===== src/rtl/serclk_pkg.sv =====
package serclk_pkg;

   localparam int unsigned PSC_W_D = 5;
   localparam int unsigned POW_W_D = 3;
   localparam int unsigned POW_N_D = 6;
   localparam int unsigned REQ_W_D = 11;

   // Total reference cycles per serial half period for a stored setting.
   function automatic int unsigned div_of(input int unsigned psc_code,
                                          input int unsigned pow_code,
                                          input int unsigned pow_top);
      int unsigned p;
      p = (pow_code > pow_top) ? pow_top : pow_code;
      return (psc_code + 1) << p;
   endfunction

endpackage


===== src/rtl/serclk_pick.sv =====
module serclk_pick #(
   parameter int unsigned PSC_W = serclk_pkg::PSC_W_D,
   parameter int unsigned POW_W = serclk_pkg::POW_W_D,
   parameter int unsigned POW_N = serclk_pkg::POW_N_D,
   parameter int unsigned REQ_W = serclk_pkg::REQ_W_D
) (
   input  logic [REQ_W-1:0] req,
   output logic [PSC_W-1:0] psc_code,
   output logic [POW_W-1:0] pow_code
);
   localparam int unsigned PSC_MAX = 1 << PSC_W;
   localparam int unsigned MAXR    = PSC_MAX << (POW_N - 1);

   logic [REQ_W-1:0] eff;
   logic [REQ_W-1:0] quo [POW_N];
   logic [POW_N-1:0] fits;

   // Zero and anything past the top ratio fall back to the top ratio.
   assign eff = (req == '0 || req > REQ_W'(MAXR)) ? REQ_W'(MAXR) : req;

   for (genvar k = 0; k < POW_N; k++) begin : g_opt
      assign quo[k]  = REQ_W'((32'(eff) + (32'd1 << k) - 32'd1) >> k);
      assign fits[k] = (quo[k] <= REQ_W'(PSC_MAX));
   end

   // Scan from the widest option down so the narrowest fitting one wins.
   always_comb begin
      pow_code = POW_W'(POW_N - 1);
      psc_code = PSC_W'(quo[POW_N-1] - 1'b1);
      for (int k = POW_N - 1; k >= 0; k--) begin
         if (fits[k]) begin
            pow_code = POW_W'(k);
            psc_code = PSC_W'(quo[k] - 1'b1);
         end
      end
   end
endmodule


===== src/rtl/serclk_cfgreg.sv =====
module serclk_cfgreg #(
   parameter int unsigned       W       = 8,
   parameter logic [W-1:0]      RST_VAL = '0
) (
   input  logic         clk,
   input  logic         rst_n,
   input  logic         load,
   input  logic         rx_hold,
   input  logic [W-1:0] new_cfg,
   output logic [W-1:0] tx_cfg,
   output logic [W-1:0] rx_cfg
);
   always_ff @(posedge clk or negedge rst_n) begin
      if (!rst_n) begin
         tx_cfg <= RST_VAL;
         rx_cfg <= RST_VAL;
      end else if (load) begin
         tx_cfg <= new_cfg;
         if (!rx_hold) rx_cfg <= new_cfg;
      end
   end

   // both registers carry the same setting after a full load
   a_r5_rx_copies_tx: assert property (@(posedge clk) disable iff (!rst_n)
      (load && !rx_hold) |=> (rx_cfg == tx_cfg));
   // slaved-receive mode leaves the receive register alone
   a_r6_rx_kept: assert property (@(posedge clk) disable iff (!rst_n)
      (load && rx_hold) |=> $stable(rx_cfg));
   // no load, no change
   a_r7_hold: assert property (@(posedge clk) disable iff (!rst_n)
      !load |=> ($stable(tx_cfg) && $stable(rx_cfg)));
endmodule


===== src/rtl/serclk_edge_gen.sv =====
module serclk_edge_gen #(
   parameter int unsigned PSC_W = serclk_pkg::PSC_W_D,
   parameter int unsigned POW_W = serclk_pkg::POW_W_D,
   parameter int unsigned POW_N = serclk_pkg::POW_N_D,
   parameter int unsigned CNT_W = serclk_pkg::REQ_W_D
) (
   input  logic             clk,
   input  logic             rst_n,
   input  logic             run,
   input  logic [PSC_W-1:0] psc_code,
   input  logic [POW_W-1:0] pow_code,
   output logic             sclk,
   output logic             rise,
   output logic             fall
);
   localparam int unsigned POW_TOP = POW_N - 1;
   localparam int unsigned MAXR    = (1 << PSC_W) << POW_TOP;

   logic [POW_W-1:0] pow_sat;
   logic [CNT_W-1:0] n_cfg, n_act, cnt;

   // Unused binary codes saturate to the widest stage.
   assign pow_sat = (pow_code > POW_W'(POW_TOP)) ? POW_W'(POW_TOP) : pow_code;
   assign n_cfg   = CNT_W'((32'(psc_code) + 32'd1) << pow_sat);

   always_ff @(posedge clk or negedge rst_n) begin
      if (!rst_n) begin
         sclk  <= 1'b0;
         rise  <= 1'b0;
         fall  <= 1'b0;
         n_act <= CNT_W'(MAXR);
         cnt   <= CNT_W'(MAXR - 1);
      end else if (!run) begin
         sclk  <= 1'b0;
         rise  <= 1'b0;
         fall  <= sclk;
         n_act <= n_cfg;
         cnt   <= n_cfg - 1'b1;
      end else if (cnt == '0) begin
         sclk <= ~sclk;
         rise <= ~sclk;
         fall <= sclk;
         if (sclk) begin
            // falling edge closes a period: the only point a new ratio enters
            n_act <= n_cfg;
            cnt   <= n_cfg - 1'b1;
         end else begin
            cnt   <= n_act - 1'b1;
         end
      end else begin
         cnt  <= cnt - 1'b1;
         rise <= 1'b0;
         fall <= 1'b0;
      end
   end

   // strobes are exclusive and match the clock level they announce
   a_r9_one_strobe: assert property (@(posedge clk) disable iff (!rst_n)
      $onehot0({rise, fall}));
   a_r9_rise_level: assert property (@(posedge clk) disable iff (!rst_n)
      rise |-> (sclk && !$past(sclk)));
   a_r9_fall_level: assert property (@(posedge clk) disable iff (!rst_n)
      fall |-> (!sclk && $past(sclk)));
   // while running, the clock only moves when the countdown has expired
   a_r8_toggle_on_expiry: assert property (@(posedge clk) disable iff (!rst_n)
      ($past(run) && !$stable(sclk)) |-> ($past(cnt) == '0));
   // a running clock takes over a new ratio only at a falling edge
   a_r10_adopt_at_fall: assert property (@(posedge clk) disable iff (!rst_n)
      ($past(run) && !$stable(n_act)) |-> fall);
endmodule


===== src/rtl/serclk_twostage_div.sv =====
module serclk_twostage_div #(
   parameter int unsigned PSC_W = serclk_pkg::PSC_W_D,
   parameter int unsigned POW_W = serclk_pkg::POW_W_D,
   parameter int unsigned POW_N = serclk_pkg::POW_N_D,
   parameter int unsigned REQ_W = serclk_pkg::REQ_W_D
) (
   input  logic             clk,
   input  logic             rst_n,
   input  logic             cfg_load,
   input  logic [REQ_W-1:0] req_ratio,
   input  logic             rx_follows_tx,
   input  logic             run,
   output logic [PSC_W-1:0] tx_psc,
   output logic [POW_W-1:0] tx_pow,
   output logic [PSC_W-1:0] rx_psc,
   output logic [POW_W-1:0] rx_pow,
   output logic             sclk,
   output logic             sclk_rise,
   output logic             sclk_fall
);
   localparam int unsigned CFG_W   = PSC_W + POW_W;
   localparam int unsigned POW_TOP = POW_N - 1;
   localparam int unsigned MAXR    = (1 << PSC_W) << POW_TOP;
   localparam logic [CFG_W-1:0] CFG_RST = {POW_W'(POW_TOP), {PSC_W{1'b1}}};

   if (POW_N < 1 || POW_N > (1 << POW_W)) begin : g_bad_pow
      $error("POW_N does not fit the binary-stage code width");
   end
   if (REQ_W < $clog2(MAXR + 1)) begin : g_bad_req
      $error("REQ_W too narrow for the largest ratio");
   end

   logic [PSC_W-1:0] pick_psc;
   logic [POW_W-1:0] pick_pow;
   logic [CFG_W-1:0] tx_cfg, rx_cfg;

   serclk_pick #(.PSC_W(PSC_W), .POW_W(POW_W), .POW_N(POW_N), .REQ_W(REQ_W)) u_pick (
      .req      (req_ratio),
      .psc_code (pick_psc),
      .pow_code (pick_pow)
   );

   serclk_cfgreg #(.W(CFG_W), .RST_VAL(CFG_RST)) u_cfg (
      .clk     (clk),
      .rst_n   (rst_n),
      .load    (cfg_load),
      .rx_hold (rx_follows_tx),
      .new_cfg ({pick_pow, pick_psc}),
      .tx_cfg  (tx_cfg),
      .rx_cfg  (rx_cfg)
   );

   assign {tx_pow, tx_psc} = tx_cfg;
   assign {rx_pow, rx_psc} = rx_cfg;

   serclk_edge_gen #(.PSC_W(PSC_W), .POW_W(POW_W), .POW_N(POW_N), .CNT_W(REQ_W)) u_gen (
      .clk      (clk),
      .rst_n    (rst_n),
      .run      (run),
      .psc_code (tx_psc),
      .pow_code (tx_pow),
      .sclk     (sclk),
      .rise     (sclk_rise),
      .fall     (sclk_fall)
   );

   function automatic int unsigned clamp_req(input logic [REQ_W-1:0] r);
      return (r == '0 || 32'(r) > MAXR) ? MAXR : 32'(r);
   endfunction

   // the stored product never falls short of the request
   a_r2_covers: assert property (@(posedge clk) disable iff (!rst_n)
      cfg_load |=> (serclk_pkg::div_of(32'(tx_psc), 32'(tx_pow), POW_TOP)
                    >= clamp_req($past(req_ratio))));
   // and overshoots by less than one binary step
   a_r2_tight: assert property (@(posedge clk) disable iff (!rst_n)
      cfg_load |=> (serclk_pkg::div_of(32'(tx_psc), 32'(tx_pow), POW_TOP)
                    < clamp_req($past(req_ratio)) + (32'd1 << tx_pow)));
endmodule


===== config.mk =====
export PLATFORM = sky130hd
export DESIGN_NAME = serclk_twostage_div
export DESIGN_NICKNAME = d
export VERILOG_FILES = /design/src/rtl/serclk_pkg.sv /design/src/rtl/serclk_pick.sv /design/src/rtl/serclk_cfgreg.sv /design/src/rtl/serclk_edge_gen.sv /design/src/rtl/serclk_twostage_div.sv
export SDC_FILE = /design/constraint.sdc
export NUM_CORES = 1
export LEC_CHECK = 0
export BUFFER_PORTS_ARGS = -buffer_cell sky130_fd_sc_hd__buf_4
export CAP_MARGIN = 20
export CORE_MARGIN = 4
export CORE_UTILIZATION = 40
export CTS_BUF_LIST = sky130_fd_sc_hd__clkbuf_16
export CTS_CLUSTER_SIZE = 25
export DETAILED_ROUTE_END_ITERATION = 10
export PLACE_DENSITY_LB_ADDON = 0.05
export REMOVE_ABC_BUFFERS = 1
export SYNTH_ARGS = -nofsm -noshare
export SYNTH_HDL_FRONTEND = slang
export SYNTH_HIERARCHICAL = 1
export SYNTH_SLANG_ARGS = --single-unit

===== constraint.sdc =====
create_clock -name clk -period 3.35 [get_ports clk]
set_clock_uncertainty 0.2 [all_clocks]
set_input_delay 0.5025 -clock clk [delete_from_list [all_inputs] [get_ports clk]]
set_output_delay 0.5025 -clock clk [all_outputs]
set_load 0.02 [all_outputs]

Word level (Yosys, flattened, before mapping)

Cells that the tools add are included.

Flip-flop bits (word level): 41
Bits in writable memories: 0
Latch bits: 0
Bits of input ports: 16
Logic and storage cells: 70
ROM bits: 0
Memories: 0

Bitwise operators: 2
Shift operators: 1
Muxes and demuxes: 24
Reduce and logical (&&, ||, !) cells: 5
Equality and inequality tests: 2
Add/subtract/negate cells: 22
$lt $le $gt $ge: 7
Divide/modulo/power cells: 0
$mul: 0

Operators with widths:

| operator                                                         | count |
|---|---|
| two-way mux 11 bit                                               | 7 |
| less-or-equal comparator 11 x 6 -> 1 bit (second input constant) | 5 |
| subtractor 11 x 1 -> 11 bit (second input constant)              | 4 |
| subtractor 12 x 1 -> 13 bit (second input constant)              | 3 |
| left shift 32 x 3 -> 11 bit                                      | 1 |
| subtractor 5 x 1 -> 5 bit (second input constant)                | 6 |
| two-way mux 5 bit                                                | 5 |
| zero test 11 bit                                                 | 2 |
| two-way mux 3 bit                                                | 5 |
| adder 11 x 2 -> 12 bit (second input constant)                   | 1 |
| adder 11 x 3 -> 12 bit (second input constant)                   | 1 |
| adder 11 x 4 -> 12 bit (second input constant)                   | 1 |
| adder 11 x 5 -> 12 bit (second input constant)                   | 1 |
| subtractor 12 x 1 -> 12 bit (second input constant)              | 1 |
| adder 11 x 1 -> 11 bit (second input constant)                   | 1 |
| greater-than comparator 11 bit (second input constant)           | 1 |
| adder 10 x 6 -> 10 bit (second input constant)                   | 1 |
| subtractor 10 x 1 -> 10 bit (second input constant)              | 1 |
| two-way mux 1 bit                                                | 7 |
| adder 5 x 1 -> 6 bit (second input constant)                     | 1 |
| inequality test 2 x 1 -> 1 bit (second input constant)           | 2 |
| AND reduction 2 bit                                              | 2 |
| greater-than comparator 3 bit (second input constant)            | 1 |
| NOT 1 bit                                                        | 2 |
| logical OR 1 bit                                                 | 1 |

Depth between registers and ports, before layout

Gate-level depths: netlist (run 1).

Word-level depth: 11
Depth in mapped cells: 18
Depth with buffers taken out: 15

Modules after synthesis

Netlist (run 1), hierarchy kept.

By module, submodules not included:

| module          | seq. area each (um^2) | times used | area each (um^2) | cells an instance |
|---|---|---|---|---|
| serclk_edge_gen | 639.4                 | 1          | 1,979.4          | 239 |
| serclk_pick     | 0.0                   | 1          | 1,724.2          | 257 |
| serclk_cfgreg   | 417.9                 | 1          | 664.4            | 35 |

Worst setup path before layout (run 1)

OpenSTA, ideal clock, no wires.

Kind: in2reg
Start: input req_ratio[10]
End: register u_cfg.rx_cfg[4]
Arrival: 3.941 ns
Data required time: 3.068 ns
Stages on the path: 18
Library setup time: 0.082 ns
Path slack: -0.874 ns
Cells stage by stage: clkbuf_1 > inv_1 > clkbuf_1 > nand2_1 > ha_1 > nor2b_1 > buf_2 > or4_1 > o311ai_2 > a311oi_4 > nor2_4 > inv_2 > a311o_1 > ha_1 > o311ai_0 > or4_1 > nand3_1 > mux2_4

Longest elaborated chain between the ends: 11
Elaborated cells between the ends (all ways): 32
Those cells by class: 18 x add/sub; 6 x order compare; 6 x mux; 2 x reduce/logical

RTL lines:

| item                                                                              | line                      | RTL |
|---|---|---|
| from (decl)                                                                       | serclk_twostage_div.sv:10 | `input logic [REQ_W-1:0] req_ratio,` |
| greater-than comparator 11 bit / zero test 11 bit (equally long branches)         | serclk_pick.sv:19         | `assign eff = (req == '0 \|\| req > REQ_W'(MAXR)) ? REQ_W'(MAXR) : req;` |
| logical OR 1 bit                                                                  | serclk_pick.sv:19         |  |
| two-way mux 11 bit (*)                                                            | serclk_pick.sv:19         |  |
| adder 11 x 5 -> 12 bit / adder 10 x 6 -> 10 bit (equally long branches)           | serclk_pick.sv:22         | `assign quo[k] = REQ_W'((32'(eff) + (32'd1 << k) - 32'd1) >> k);` |
| subtractor 12 x 1 -> 13 bit / subtractor 10 x 1 -> 10 bit (equally long branches) | serclk_pick.sv:22         |  |
| less-or-equal comparator 11 x 6 -> 1 bit, or another cell as far along            | serclk_pick.sv:23         | `assign fits[k] = (quo[k] <= REQ_W'(PSC_MAX));` |
| two-way mux 5 bit (4 in series)                                                   | serclk_pick.sv:31         | `if (fits[k]) begin` |
| two-way mux 5 bit (*)                                                             | serclk_pick.sv:31         |  |
| net pick_psc[4]                                                                   | serclk_twostage_div.sv:33 | `logic [PSC_W-1:0] pick_psc;` |
| to (signal assigned)                                                              | serclk_cfgreg.sv:19       | `if (!rx_hold) rx_cfg <= new_cfg;` |
| to (decl)                                                                         | serclk_cfgreg.sv:11       | `output logic [W-1:0] rx_cfg` |

Mark *: on every way through the listed nets, which the timed path passes. The rest lies on a longest branch.
A chain may end at the register's enable or synchronous reset.

Worst setup path after layout (run 1)

Start: input req_ratio[10]
End: register u_cfg.tx_cfg[4]

Longest elaborated chain between the ends: 11
Elaborated cells between the ends (all ways): 32
Those cells by class: 18 x add/sub; 6 x order compare; 6 x mux; 2 x reduce/logical

RTL lines:

| item                                                                              | line                      | RTL |
|---|---|---|
| greater-than comparator 11 bit / zero test 11 bit (equally long branches)         | serclk_pick.sv:19         |  |
| logical OR 1 bit                                                                  | serclk_pick.sv:19         |  |
| two-way mux 11 bit (*)                                                            | serclk_pick.sv:19         |  |
| adder 11 x 5 -> 12 bit / adder 10 x 6 -> 10 bit (equally long branches)           | serclk_pick.sv:22         |  |
| subtractor 12 x 1 -> 13 bit / subtractor 10 x 1 -> 10 bit (equally long branches) | serclk_pick.sv:22         |  |
| less-or-equal comparator 11 x 6 -> 1 bit, or another cell as far along            | serclk_pick.sv:23         |  |
| two-way mux 5 bit (4 in series)                                                   | serclk_pick.sv:31         |  |
| two-way mux 5 bit (*)                                                             | serclk_pick.sv:31         |  |
| net pick_psc[4]                                                                   | serclk_twostage_div.sv:33 |  |
| to (signal assigned)                                                              | serclk_cfgreg.sv:18       | `tx_cfg <= new_cfg;` |
| to (decl)                                                                         | serclk_cfgreg.sv:10       | `output logic [W-1:0] tx_cfg,` |

Marked as above.

==> results.md, run 1 <==
Run status:
- The run finished, with violations left.
- The final reports fail on negative hold slack.

Global route:
- Across every metal layer, demand over resource in global routing totals 21.20%.
- The via count of the first global-routing pass was 4296.
- The first global-routing pass estimated 22250 um of wire.
- The leftover overflow at the end of global routing is 0.
- The initial antenna violation count is 0.
- Entering global routing, the biggest net connects 42 pins.

Place:
- The HPWL after detailed placement is 10330 um.
- The global placer's final weighted congestion is 0.8863.
- The worst-case setup slack after placement is -0.4663 ns.
- The number of cells after detailed placement is 752.
- The count of buffers added on input and output ports is 34.
- The post-detailed-placement cell area is 0.005255 mm^2.

Critical path:
- The startpoint-to-endpoint class of the critical path is in -> reg.
- The library cell appearing most often on the critical path is buf_4.
- The signal on the critical path passes through buf_4 -> inv_4 -> nand2_4 -> ha_4 -> nor2b_4 -> buf_4 -> o2111ai_4 -> o311ai_4 -> a311oi_4 -> buf_4 -> buf_4 -> o32ai_2 -> o22a_1 -> or4_4 -> nand3_2 -> mux2_2.
- The worst path required time is 3.38 ns.
- The family with the most delay on the worst path is compound AO/OA/AOI/OAI gates.
- STA classifies the critical path endpoint as a flip-flop.
- The sum of buffers and inverters on the critical path is 5.
- On the worst path, the slowest cell contributes a delay of 0.53 ns.
- The slowest stage of the critical path belongs to the cell or4_4.
- For the worst setup path, the data arrival time is 3.32 ns.
- The largest fanout of any net on the critical path is 4.
- The startpoint type of the worst setup path is an input pin.
- The destination of the worst register-to-register timing path is u_gen/cnt[8]$_DFF_PN1_.
- The critical path depth is 16.
- The path depth of the worst reg2reg path is 8.
- Tracing the worst setup path back leads to its startpoint at req_ratio[10].
- The setup check on the worst reg-to-reg path leaves a slack of 0.36 ns.
- The worst flop-to-flop path startpoint is u_cfg/tx_cfg[0]$_DFFE_PN1P_.

Clocking:
- The clock root buffer is clkbuf_16.
- The clock net sink count is 41.
- The later pin in the worst-skew pair is clocked with a latency of 0.28 ns.
- The register clock-pin slew on the reported worst setup and hold paths is 0.06 ns.
- Counting along the longest clock path gives a buffer depth of 2.
- The CTS tree is done.
- Clock tree synthesis inserted a total of 5 buffers.
- For this design, the CTS-stage hold fixing added 0 buffers.
- The H-tree generated during clock tree synthesis spans 2 levels.

Synth:
- The synthesized design contains 0 enable-type register cells.
- In this run the mean area of a mapped cell was 8.226 um^2.
- For this run, asynchronously set or reset flops after synthesis account for 100.0%.
- The portion of the post-synthesis area used by sequential elements is 24.21%.
- The largest total area in the synthesized netlist belongs to dfstp_2.
- The most used flip-flop cell after synthesis is dfstp_2.
- The share of the synthesized area in the top cell type is 15.04%.
- After synthesis, the cell types taking the most area are dfstp_2, dfrtp_1, xnor2_1.
- The synthesized flop and latch total is 41.
- After technology mapping, the gate count stands at 531.
- The synthesized netlist occupies a cell area of 0.004368 mm^2.
- The number of warnings reported in the yosys synthesis log is 6.
- By count the netlist is led by nand2_1, nor2_1, o21ai_0.
- The most frequent cell after synthesis is nand2_1.
- Synthesis instantiated 86 different standard cells from the library.

Drt:
- In this run the remaining antenna-violating nets after routing total 0.
- The overall routed net length is 13440 um.
- The detailed-router iteration count before antenna repair is 4.
- The detailed-route wire length per cell is 17.57 um.
- The via total after detailed routing is 4425.
- In the routed layout, each cell is associated on average with a via count of 5.784.
- For this run, design rule violations remaining after detail routing come to 0.
- The first routing iteration left 192 violations.

Power and ir drop:
- Of the total power, combinational logic draws 46.9%.
- The power dissipated by switching net loads is 1031 uW.
- The standby leakage power is 0.002360 uW.
- The power density over the cells is 458.5 mW/mm^2.
- The internal cell power is 1607 uW.
- The clock share of power is 20.7%.
- The share of total power dissipated in sequential elements is 32.4%.
- The switching share of power is 39.09%.
- The worst-case IR drop observed on VDD is 0.3235 mV.

Final layout:
- The summed area of non-filler cells in the final layout is 0.005753 mm^2.
- 0 antenna diodes ended up in the layout.
- The share of the core filled with cells is 54.99%.
- The number of nets in the layout is 653.
- The layout has 1021 filler cells.
- From synthesis to final layout, the design area changed by 31.71%.
- The final non-filler cell total is 765.
- The fraction of final layout cells with drive strength greater than 1 is 38.31%.

Worst hold path:
- The class of the worst hold path is in -> async.

Floorplan:
- The area of the die is 0.01266 mm^2.
- The floorplan step set the die width to 112.5 um.
- The initial utilization of the core area, before any placement, comes to 41.75%.
- The die is 112.5 um tall.
- After floorplanning, the core was divided into 37 placement rows.
- The area of the core is 0.01046 mm^2.
- The number of top-level pins is 35.

Timing:
- Setup total negative slack on the finished layout was measured at 0 ns.
- Headroom to the max-slew limit came out at 51.49%.
- The final number of hold-violating endpoints came to 3.
- Derived from the worst setup path, the maximum achievable clock frequency is 303.3 MHz.
- Setup repair after global routing could not meet its margin everywhere.
- The share of the clock period used by the worst path after layout is 98.40%.
- The final critical delay including setup and external delays is 3.297 ns.
- Across all hold checks on the routed design, the worst slack comes to -0.008113 ns.
- Setup violations remaining at the end of the flow were counted as 0.
- After layout, the worst setup slack is 0.05346 ns.
- The final max-slew violation count was 0.
- For the pin with the worst max-slew slack, the measured transition is 0.7182 ns.

Run:
- The tool flagged a number of max-cap violations equal to 0.
==> how the worst max path moves through the flow <==
stage,end
4_1_cts,u_cfg/tx_cfg[3]$_DFFE_PN1P_
3_3_place_gp,u_cfg/rx_cfg[3]$_DFFE_PN1P_
6_report,u_cfg/tx_cfg[4]$_DFFE_PN1P_
5_1_grt,u_cfg/tx_cfg[4]$_DFFE_PN1P_
2_1_floorplan,u_cfg/rx_cfg[4]$_DFFE_PN1P_
3_5_place_dp,u_cfg/tx_cfg[4]$_DFFE_PN1P_
==> final cells by class <==
class                   instances  area, um^2  share of cell area [%]
multi-input cells             434        3336                   57.98
flip-flops and latches         41        1057                   18.38
repair buffers                123       934.6                   16.25
well taps                     136       170.2                   2.958
clock buffers                   5       125.1                   2.175
inverters                      23       88.84                   1.544
clock inverters                 3       41.29                  0.7177
==> registers in the layout, summed over array words and instances (netlist names) <==
| signal | cells |
|---|---|
| u_gen/cnt | 11 |
| u_gen/n_act | 11 |
| u_cfg/rx_cfg | 8 |
| u_cfg/tx_cfg | 8 |
| u_gen/fall | 1 |
| u_gen/rise | 1 |
| u_gen/sclk | 1 |
==> power by group through the flow <==
stage,Clock [uW],Combinational (uW),Sequential (uW)
after floorplan,0,713,874
after global placement,0,1140,858
after detailed placement,0,1150,859
after CTS,563,1190,854
after global routing,584,1360,880
final,546,1240,855
==> cells by family (layout without fill, tap and decap cells) <==
logic type / Yosys count / count (layout) / synth area share, %
xor gates and xnor gates: 45 / 45 / 9.023
DFF: 41 / 41 / 24.21
and+or+nand+nor: 215 / 215 / 27.21
adders and majority gates: 9 / 9 / 2.578
muxes: 24 / 24 / 6.675
buffers and inverters: 56 / 154 / 5.844
AOI/OAI and AO/OA: 141 / 141 / 24.46
==> timing repair <==
action                                  4_1_cts  5_1_grt
resized for setup                            22       32
endpoints found under the setup margin        8       10
setup buffers                                 4        3
pin swaps                                    10       17
hold endpoints to repair                      0        0
==> routing by layer <==
layer / part of all wire, % / GRT usage (%) / wire [um]
met3: 5.0 / 4.097 / 676
met5: 0 / 0 / 0
met4: 0.51 / 3.205 / 68
met1: 50 / 32.40 / 6778
met2: 44 / 31.43 / 5920
==> layout by cell type (no fill, tap or decap), types with 13 or more instances in the layout <==
cell type and count:
buf_4 120, nand2_1 55, nor2_1 35, o21ai_0 33
xnor2_1 27, dfstp_2 25, inv_1 20, nand3_1 20
dfrtp_1 16, xor2_1 16, nor3_1 15, a21oi_1 13
==> through the flow <==
| step | total power, uW | hold slack [ns] |
|---|---|---|
| 2_1_floorplan | 1586 | 0.006909 |
| 3_3_place_gp | 2002 | 0.3001 |
| 3_5_place_dp | 2012 | 0.3092 |
| 4_1_cts | 2603 | 0.004652 |
| 5_1_grt | 2820 | 0.02909 |
| 6_report | 2638 | -0.008113 |
==> worst register-to-register path, delay by kind of cell, from the launching register on <==
family	cells	cell delay, ns
simple gates	4	1.21
flops	1	0.65
fa+ha+maj	2	0.52
mux	1	0.22
compound gates	1	0.10
Note: power is estimated with default switching activity, not from simulation.
==> run 2, diff against run 1 <==
--- a/config.mk
+++ b/config.mk
@@ -7,7 +7,7 @@
 export LEC_CHECK = 0
 export BUFFER_PORTS_ARGS = -buffer_cell sky130_fd_sc_hd__buf_4
 export CAP_MARGIN = 20
-export CORE_MARGIN = 4
+export CORE_MARGIN = 8
 export CORE_UTILIZATION = 40
 export CTS_BUF_LIST = sky130_fd_sc_hd__clkbuf_16
 export CTS_CLUSTER_SIZE = 25
@@ -18,3 +18,4 @@
 export SYNTH_HDL_FRONTEND = slang
 export SYNTH_HIERARCHICAL = 1
 export SYNTH_SLANG_ARGS = --single-unit
+export TNS_END_PERCENT = 5
==> constraint.sdc (replaced) <==
create_clock -name clk -period 3.8 [get_ports clk]
set_clock_uncertainty 0.2 [all_clocks]
set_input_delay 0.57 -clock clk [delete_from_list [all_inputs] [get_ports clk]]
set_output_delay 0.57 -clock clk [all_outputs]
set_load 0.02 [all_outputs]
==> results.md, run 2 (synthesis results as in run 1) <==
Run status:
- The flow ran to the end, and the final reports show no timing, DRC or antenna violations.

Run:
- The number of max-capacitance violations reported is 0 (unchanged).

Final layout:
- The register area was 0.001057 mm^2 (unchanged).
- The largest registers in the layout are u_gen/cnt x11, u_gen/n_act x11.
- The number of diodes added for antenna fixing is 0 (unchanged).
- The number of nets in the layout was 609 (-6.7%).
- The fraction of final layout cells with drive strength greater than 1 came to 28.72% (-9.6 points).
- In the layout the commonest cells are buf_4, nand2_1, nor2_1.
- The area growth from synthesis to layout is 18.08%.
- The share of the core filled with cells is 48.00% (-7.0 points).
- The leading cell type in the layout, fill and taps excluded is buf_4.
- The multi-input combinational cell area is 0.003067 mm^2 (-8.1%).
- The final-layout fill cell count is 1094 (+7.1%).

Critical path:
- The worst path required time is 3.81 ns (+0.43 ns).
- The cell with the largest stage delay on the worst path is or4_1.
- The data arrival time at the worst-slack endpoint is 3.60 ns (+0.28 ns).
- The slack of the worst reg-to-reg path is 0.84 ns (+0.48 ns).
- The destination of the worst register-to-register timing path is u_gen/cnt[9]$_DFF_PN1_.
- The path depth of the worst reg2reg path is 8 (unchanged).
- The worst flop-to-flop path startpoint is u_cfg/tx_cfg[0]$_DFFE_PN1P_.
- The startpoint type of the worst setup path is an input pin.
- The largest fanout of any net on the critical path is 4 (unchanged).
- The endpoint kind of the worst setup timing path is a flip-flop.
- Walking the worst path, the cells encountered are buf_4 -> inv_1 -> nand2_1 -> ha_1 -> nor2b_1 -> or4_1 -> o311ai_2 -> a311oi_4 -> nor2_4 -> inv_2 -> a311o_1 -> ha_1 -> buf_4 -> xnor2_1 -> a21oi_1 -> mux2_4.
- The startpoint-to-endpoint class of the critical path is in -> reg.
- The biggest cell delay along the critical path is 0.55 ns (+0.02 ns).

Timing:
- The final number of hold-violating endpoints is 0 (-3).
- Based on the critical path, the design can be clocked at up to 278.3 MHz.
- The final critical delay including setup and external delays is 3.593 ns.
- The worst relative slew slack is 47.81% (-3.7 points).
- The transition at the pin with the smallest max-transition slack is 0.7727 ns (+0.05450 ns).
- Setup repair after global routing left no endpoint under its margin.
- The final max-slew violation count is 0 (unchanged).
- The final-report setup violation count came to 0 (unchanged).
- The share of the clock period used by the worst path after layout is 94.54%.

Floorplan:
- The initial core utilization is 40.65% (-1.1 points).
- The area of the die is 0.01452 mm^2 (+15%).
- The die outline height is 120.5 um (+7.1%).
- The die width is 120.5 um (+7.1%).
- The area of the core is 0.01075 mm^2 (+2.7%).
- The number of top-level pins came to 35 (unchanged).
- The number of core rows is 38 (+2.7%).

Power and ir drop:
- The standby leakage power is 0.002072 uW (-12%).
- The peak ir drop on the vdd network is 0.2957 mV (-8.6%).
- The power density over the cells is 430.9 mW/mm^2 (-6.0%).
- The total power draw was 2222 uW (-16%).

Drt:
- The detailed-router iteration count before antenna repair is 5 (+1).
- The final antenna-violating net count is 0 (unchanged).
- The starting DRC count in detailed routing is 240 (+25%).
- The detailed-route wire length per cell came to 17.64 um (+0.41%).
- The detailed-route vias per instance is 5.880 (+1.7%).
- The via total after detailed routing came to 4263 (-3.7%).
- The post-route DRC violation count is 0 (unchanged).
- The overall routed net length is 12790 um (-4.8%).

Place:
- The HPWL after detailed placement came to 9959 um (-3.6%).
- The global placer's final weighted congestion is 0.8949 (+0.97%).
- The port buffer count came to 34 (unchanged).

Clocking:
- The CTS H-tree depth came to 2 (unchanged).
- The clock insertion delay at the later pin of the skew report is 0.28 ns (about the same).
- The post-cts hold buffer count is 0 (unchanged).
- The maximum number of buffers from clock root to sink is 2 (unchanged).
- The clock buffer count from CTS came to 5 (unchanged).
- The register clock-pin slew on the reported worst setup and hold paths is 0.06 ns (about the same).
- The quantity of gates resized following cts is 0 (-100%).
- The cell sitting at the root of the clock tree is a clkbuf_16.
- The CTS tree is done.
- The clock net sink count is 41 (unchanged).
- The post-CTS setup buffer count was 0 (-4).

Global route:
- The via count of the first global-routing pass came to 4097 (-4.6%).
- The overall track demand over capacity in global routing is 18.08% (-3.1 points).
- The initial antenna violation count is 0 (unchanged).
- The largest net degree at the start of global routing is 42 (unchanged).
- The leftover overflow at the end of global routing was 0 (unchanged).
- The first-pass GRT wire length was 21430 um (-3.7%).

Worst hold path:
- The class of the worst hold path is in -> async.
==> run 2: worst max-delay path, delay by kind of cell <==
family                     cells  cell delay, ns
buffers and inverters          4            0.35
adders and majority gates      2            0.43
xor gates and xnor gates       1            0.19
muxes                          1            0.28
AOI/OAI and AO/OA              4            0.81
and+or+nand+nor                4            0.95
==> run 2: through the flow <==
| step | instance area (um^2) | worst slack [ns] | hold slack (ns) | TNS (ns) | std cells |
|---|---|---|---|---|---|
| 6_report | 5157 | 0.2073 | 0.06053 | 0 | 725 |
| 5_1_grt | 5157 | 0.01031 | 0.09587 | 0 | 725 |
| 4_1_cts | 5146 | 0.1451 | 0.07879 | 0 | 725 |
| 3_5_place_dp | 4980 | -0.1431 | 0.3031 | -0.3814 | 717 |
| 3_3_place_gp | 4980 | -0.04032 | 0.3042 | -0.09226 | 717 |
| 2_1_floorplan | 4199 | -0.07288 | 0.07441 | -0.1897 | 498 |
==> run 2: cell type report <==
| class | count | share of cell area (%) |
|---|---|---|
| repair buffers | 79 | 11.74 |
| flip-flops and latches | 41 | 20.50 |
| well taps | 140 | 3.396 |
| inverters | 23 | 1.674 |
| clock inverters | 3 | 0.8006 |
| multi-input cells | 434 | 59.46 |
| clock buffers | 5 | 2.426 |
==> run 2: how the worst max path moves through the flow <==
stage	slack, ns	cells after the start	to	start
5_1_grt	0.01	15	u_cfg/tx_cfg[4]$_DFFE_PN1P_	req_ratio[10]
6_report	0.21	16	u_cfg/rx_cfg[2]$_DFFE_PN1P_	req_ratio[10]
4_1_cts	0.15	15	u_cfg/tx_cfg[4]$_DFFE_PN1P_	req_ratio[10]
3_5_place_dp	-0.14	15	u_cfg/tx_cfg[4]$_DFFE_PN1P_	req_ratio[10]
3_3_place_gp	-0.04	15	u_cfg/tx_cfg[4]$_DFFE_PN1P_	req_ratio[10]
2_1_floorplan	-0.07	15	u_cfg/rx_cfg[4]$_DFFE_PN1P_	req_ratio[10]
==> run 2: metal layers <==
layer	track usage, %	routed length, um	vias up
met5	0	0	-
met4	4.137	121	0
met1	26.55	6493	2063
li1	-	-	2084
met2	26.78	5523	105
met3	3.124	653	11
==> run 2: report_power, final <==
group | leakage [uW] | switching (uW) | internal (uW)
Clock | 0.0000775 | 168 | 307
Sequential | 0.000474 | 150 | 603
Combinational | 0.00152 | 545 | 448
==> run 3, diff against run 2 <==
--- a/config.mk
+++ b/config.mk
@@ -6,14 +6,16 @@
 export NUM_CORES = 1
 export LEC_CHECK = 0
 export BUFFER_PORTS_ARGS = -buffer_cell sky130_fd_sc_hd__buf_4
-export CAP_MARGIN = 20
+export CAP_MARGIN = 0
 export CORE_MARGIN = 8
 export CORE_UTILIZATION = 40
 export CTS_BUF_LIST = sky130_fd_sc_hd__clkbuf_16
 export CTS_CLUSTER_SIZE = 25
 export DETAILED_ROUTE_END_ITERATION = 10
+export GPL_TIMING_DRIVEN = 0
 export PLACE_DENSITY_LB_ADDON = 0.05
 export REMOVE_ABC_BUFFERS = 1
+export SLEW_MARGIN = 20
 export SYNTH_ARGS = -nofsm -noshare
 export SYNTH_HDL_FRONTEND = slang
 export SYNTH_HIERARCHICAL = 1
==> results.md, run 3 (synthesis results as in run 1) <==
Place:
- The post-detailed-placement cell area is 0.004629 mm^2 (-7.0%).
- The worst-case setup slack after placement is -1.376 ns (-1.233 ns).
- The global placer's final weighted congestion is 0.8589 (-4.0%).
- The port buffer count came to 34 (unchanged).
- The HPWL after detailed placement is 9078 um (-8.8%).

Floorplan:
- The die width was 120.5 um (unchanged).
- The area of the core is 0.01075 mm^2 (unchanged).
- The area of the die is 0.01452 mm^2 (unchanged).
- The die outline height is 120.5 um (unchanged).
- The number of top-level pins was 35 (unchanged).
- The initial core utilization is 40.65% (unchanged).
- The number of core rows is 38 (unchanged).

Timing:
- The final max-slew violation count is 0 (unchanged).
- The maximum clock rate is 271.0 MHz (-2.6%).
- The post-route worst hold slack was 0.06586 ns (+0.005328 ns).
- The final-report setup violation count is 0 (unchanged).
- The transition at the pin with the smallest max-transition slack came to 0.9241 ns (+0.1514 ns).
- Setup repair after global routing left no endpoint under its margin.
- The share of the clock period used by the worst path after layout is 97.11% (+2.6 points).
- The aggregate negative setup slack is 0 ns (unchanged).
- The final number of hold-violating endpoints is 0 (unchanged).
- The worst relative slew slack is 38.03% (-9.8 points).
- The final worst-path setup slack is 0.1098 ns (-0.09751 ns).
- The final critical delay including setup and external delays came to 3.690 ns (+0.09751 ns).

Critical path:
- The kind of cell with the highest combined delay along the critical path is compound AO/OA/AOI/OAI gates.
- The critical path depth was 18 (+2).
- The worst setup path is launched from an input pin.
- The endpoint of the worst setup timing path is u_cfg/tx_cfg[4]$_DFFE_PN1P_.
- The worst path required time is 3.82 ns (about the same).
- The biggest cell delay along the critical path is 0.43 ns (-0.12 ns).
- The destination of the worst register-to-register timing path is u_gen/cnt[8]$_DFF_PN1_.
- The worst register-to-register path begins at u_gen/cnt[0]$_DFF_PN1_.
- The path depth of the worst reg2reg path was 8 (unchanged).
- The endpoint kind of the worst setup timing path is a flip-flop.
- The cell with the largest stage delay on the worst path is or4_4.
- In this run the worst setup path begins at req_ratio[10].
- The slack of the worst reg-to-reg path is 0.79 ns (-0.05 ns).
- The largest fanout of any net on the critical path is 18 (+14).
- The startpoint-to-endpoint class of the critical path is in -> reg.
- The sum of buffers and inverters on the critical path is 5 (+1).
- Walking the worst path, the cells encountered are buf_16 -> clkinvlp_4 -> nand2_2 -> ha_4 -> nor2b_4 -> buf_4 -> o2111ai_2 -> o311ai_4 -> a311oi_4 -> buf_4 -> nor2_4 -> inv_4 -> a311o_1 -> ha_2 -> o311ai_4 -> or4_4 -> nand3_2 -> mux2_4.
- The data arrival time at the worst-slack endpoint was 3.71 ns (+0.11 ns).

Drt:
- The detailed-route wire length per cell came to 18.19 um (+3.1%).
- The detailed-router iteration count before antenna repair came to 5 (unchanged).
- The overall routed net length was 12640 um (-1.2%).
- The final antenna-violating net count is 0 (unchanged).
- The post-route DRC violation count is 0 (unchanged).
- The detailed-route vias per instance is 6.032 (+2.6%).
- The starting DRC count in detailed routing is 349 (+45%).
- The via total after detailed routing is 4192 (-1.7%).

Clocking:
- The maximum number of buffers from clock root to sink is 2 (unchanged).
- The clock buffer count from CTS is 5 (unchanged).
- In this run the clock root is driven by a clkbuf_16.
- The register clock-pin slew on the reported worst setup and hold paths is 0.06 ns (about the same).
- The CTS H-tree depth is 2 (unchanged).
- The clock insertion delay at the later pin of the skew report is 0.28 ns (about the same).
- TritonCTS built the clock tree.
- The clock net sink count is 41 (unchanged).

Global route:
- The via count of the first global-routing pass was 3928 (-4.1%).
- The leftover overflow at the end of global routing is 0 (unchanged).
- The largest net degree at the start of global routing is 42 (unchanged).
- The initial antenna violation count came to 0 (unchanged).
- The global routing usage on met3 is 3.030% (-0.093 points).
- The peak-usage layer in the global routing report is met1.
- The met1 track utilization from global routing is 25.47% (-1.1 points).
- The first-pass GRT wire length is 20440 um (-4.6%).
- The overall track demand over capacity in global routing was 16.94% (-1.1 points).
- The fraction of met2 tracks used by global routing is 24.56% (-2.2 points).

Final layout:
- The fraction of final layout cells with drive strength greater than 1 is 27.93% (-0.79 points).
- The leading cell type in the layout, fill and taps excluded is nand2_1.
- The summed area of non-filler cells in the final layout is 0.005084 mm^2 (-1.4%).
- In the layout the commonest cells are nand2_1, buf_4, nor2_1, o21ai_0, xnor2_1.
- In the final layout, the registers with the most flip-flops are u_gen/cnt x11, u_gen/n_act x11.
- The number of nets in the layout was 579 (-4.9%).
- The number of diodes added for antenna fixing is 0 (unchanged).
- Compared with the post-synthesis result, the final layout area differs by 16.39%.

Power and ir drop:
- The power dissipated by switching net loads was 871.8 uW (+0.90%).
- The combinational power share was 46.7% (+2.0 points).
- The power density over the cells came to 425.0 mW/mm^2 (-1.4%).
- The total power draw is 2160 uW (-2.8%).
- The standby leakage power is 0.001972 uW (-4.8%).
- The switching share of power is 40.35% (+1.5 points).
- The peak ir drop on the vdd network came to 0.2794 mV (-5.5%).
- The part of the power in registers is 34.5% (+0.6 points).
- The internal cell power is 1289 uW (-5.1%).
- The clock share of power came to 18.8% (-2.6 points).

Run status:
- The flow ran to the end, and the final reports show no timing, DRC or antenna violations.

Worst hold path:
- The worst hold path belongs to the class in -> async.

Run:
- The number of max-capacitance violations reported was 0 (unchanged).
-- run 3: changes by cell type in the layout (fill, tap and decap cells not counted), moves of 2 or more --
cell	change
nand2_1	-2
o311ai_4	+2
ha_1	-2
or4_4	+2
nor3_1	-2
nor3_2	+2
or4_1	-2
buf_4	-31
-- run 3: cell type report --
type	count	area (um^2)
multi-input combinational	434	3213
inverter	23	92.59
clock inverter	3	15.01
timing repair buffer	49	405.4
tap	140	175.2
clock buffer	5	125.1
fill	1084	5662
sequential	41	1057
-- run 3: worst min-delay path by stage --
stage	from	endpoint	cells past startpoint
4_1_cts	rst_n	u_gen/fall$_DFF_PN0_	1
3_5_place_dp	u_gen/n_act[5]$_DFFE_PN0P_	u_gen/n_act[5]$_DFFE_PN0P_	2
2_1_floorplan	rst_n	u_cfg/rx_cfg[6]$_DFFE_PN0P_	0
5_1_grt	rst_n	u_gen/fall$_DFF_PN0_	1
6_report	rst_n	u_gen/fall$_DFF_PN0_	1
3_3_place_gp	u_gen/n_act[5]$_DFFE_PN0P_	u_gen/n_act[5]$_DFFE_PN0P_	2
-- run 3: repair_timing --
action,4_1_cts,5_1_grt
setup buffers,9,5
endpoints found under the setup margin,14,10
gates cloned,0,1
pin swaps,3,13
hold buffers,0,0
gates resized for setup,13,21
-- run 3: worst reg2reg max path, delay by kind of cell (launching register included) --
family	cells	cell delay, ns
adder cells (fa/ha/maj)	1	0.18
flip-flops	1	0.37
AND/OR/NAND/NOR	4	1.75
buffers and inverters	1	0.07
AO/OA/AOI/OAI	2	0.35
-- run 3: through the flow --
stage          instances  utilization (%)
5_1_grt              695            47.31
3_3_place_gp         672            43.08
4_1_cts              689            45.56
3_5_place_dp         672            43.08
6_report             695            47.31
2_1_floorplan        498                -
-- run 3: power by group through the flow --
stage / combinational [uW] / sequential [uW] / clock, uW
after floorplan: 628 / 770 / 0
after global placement: 944 / 748 / 0
after detailed placement: 948 / 750 / 0
after CTS: 975 / 745 / 420
after global routing: 1100 / 769 / 440
final: 1010 / 745 / 405
-- run 3: metal layers --
layer	up-vias	wire length, um
li1	2032	-
met1	2044	6564
met2	108	5431
met3	8	570
met4	0	76
met5	-	0
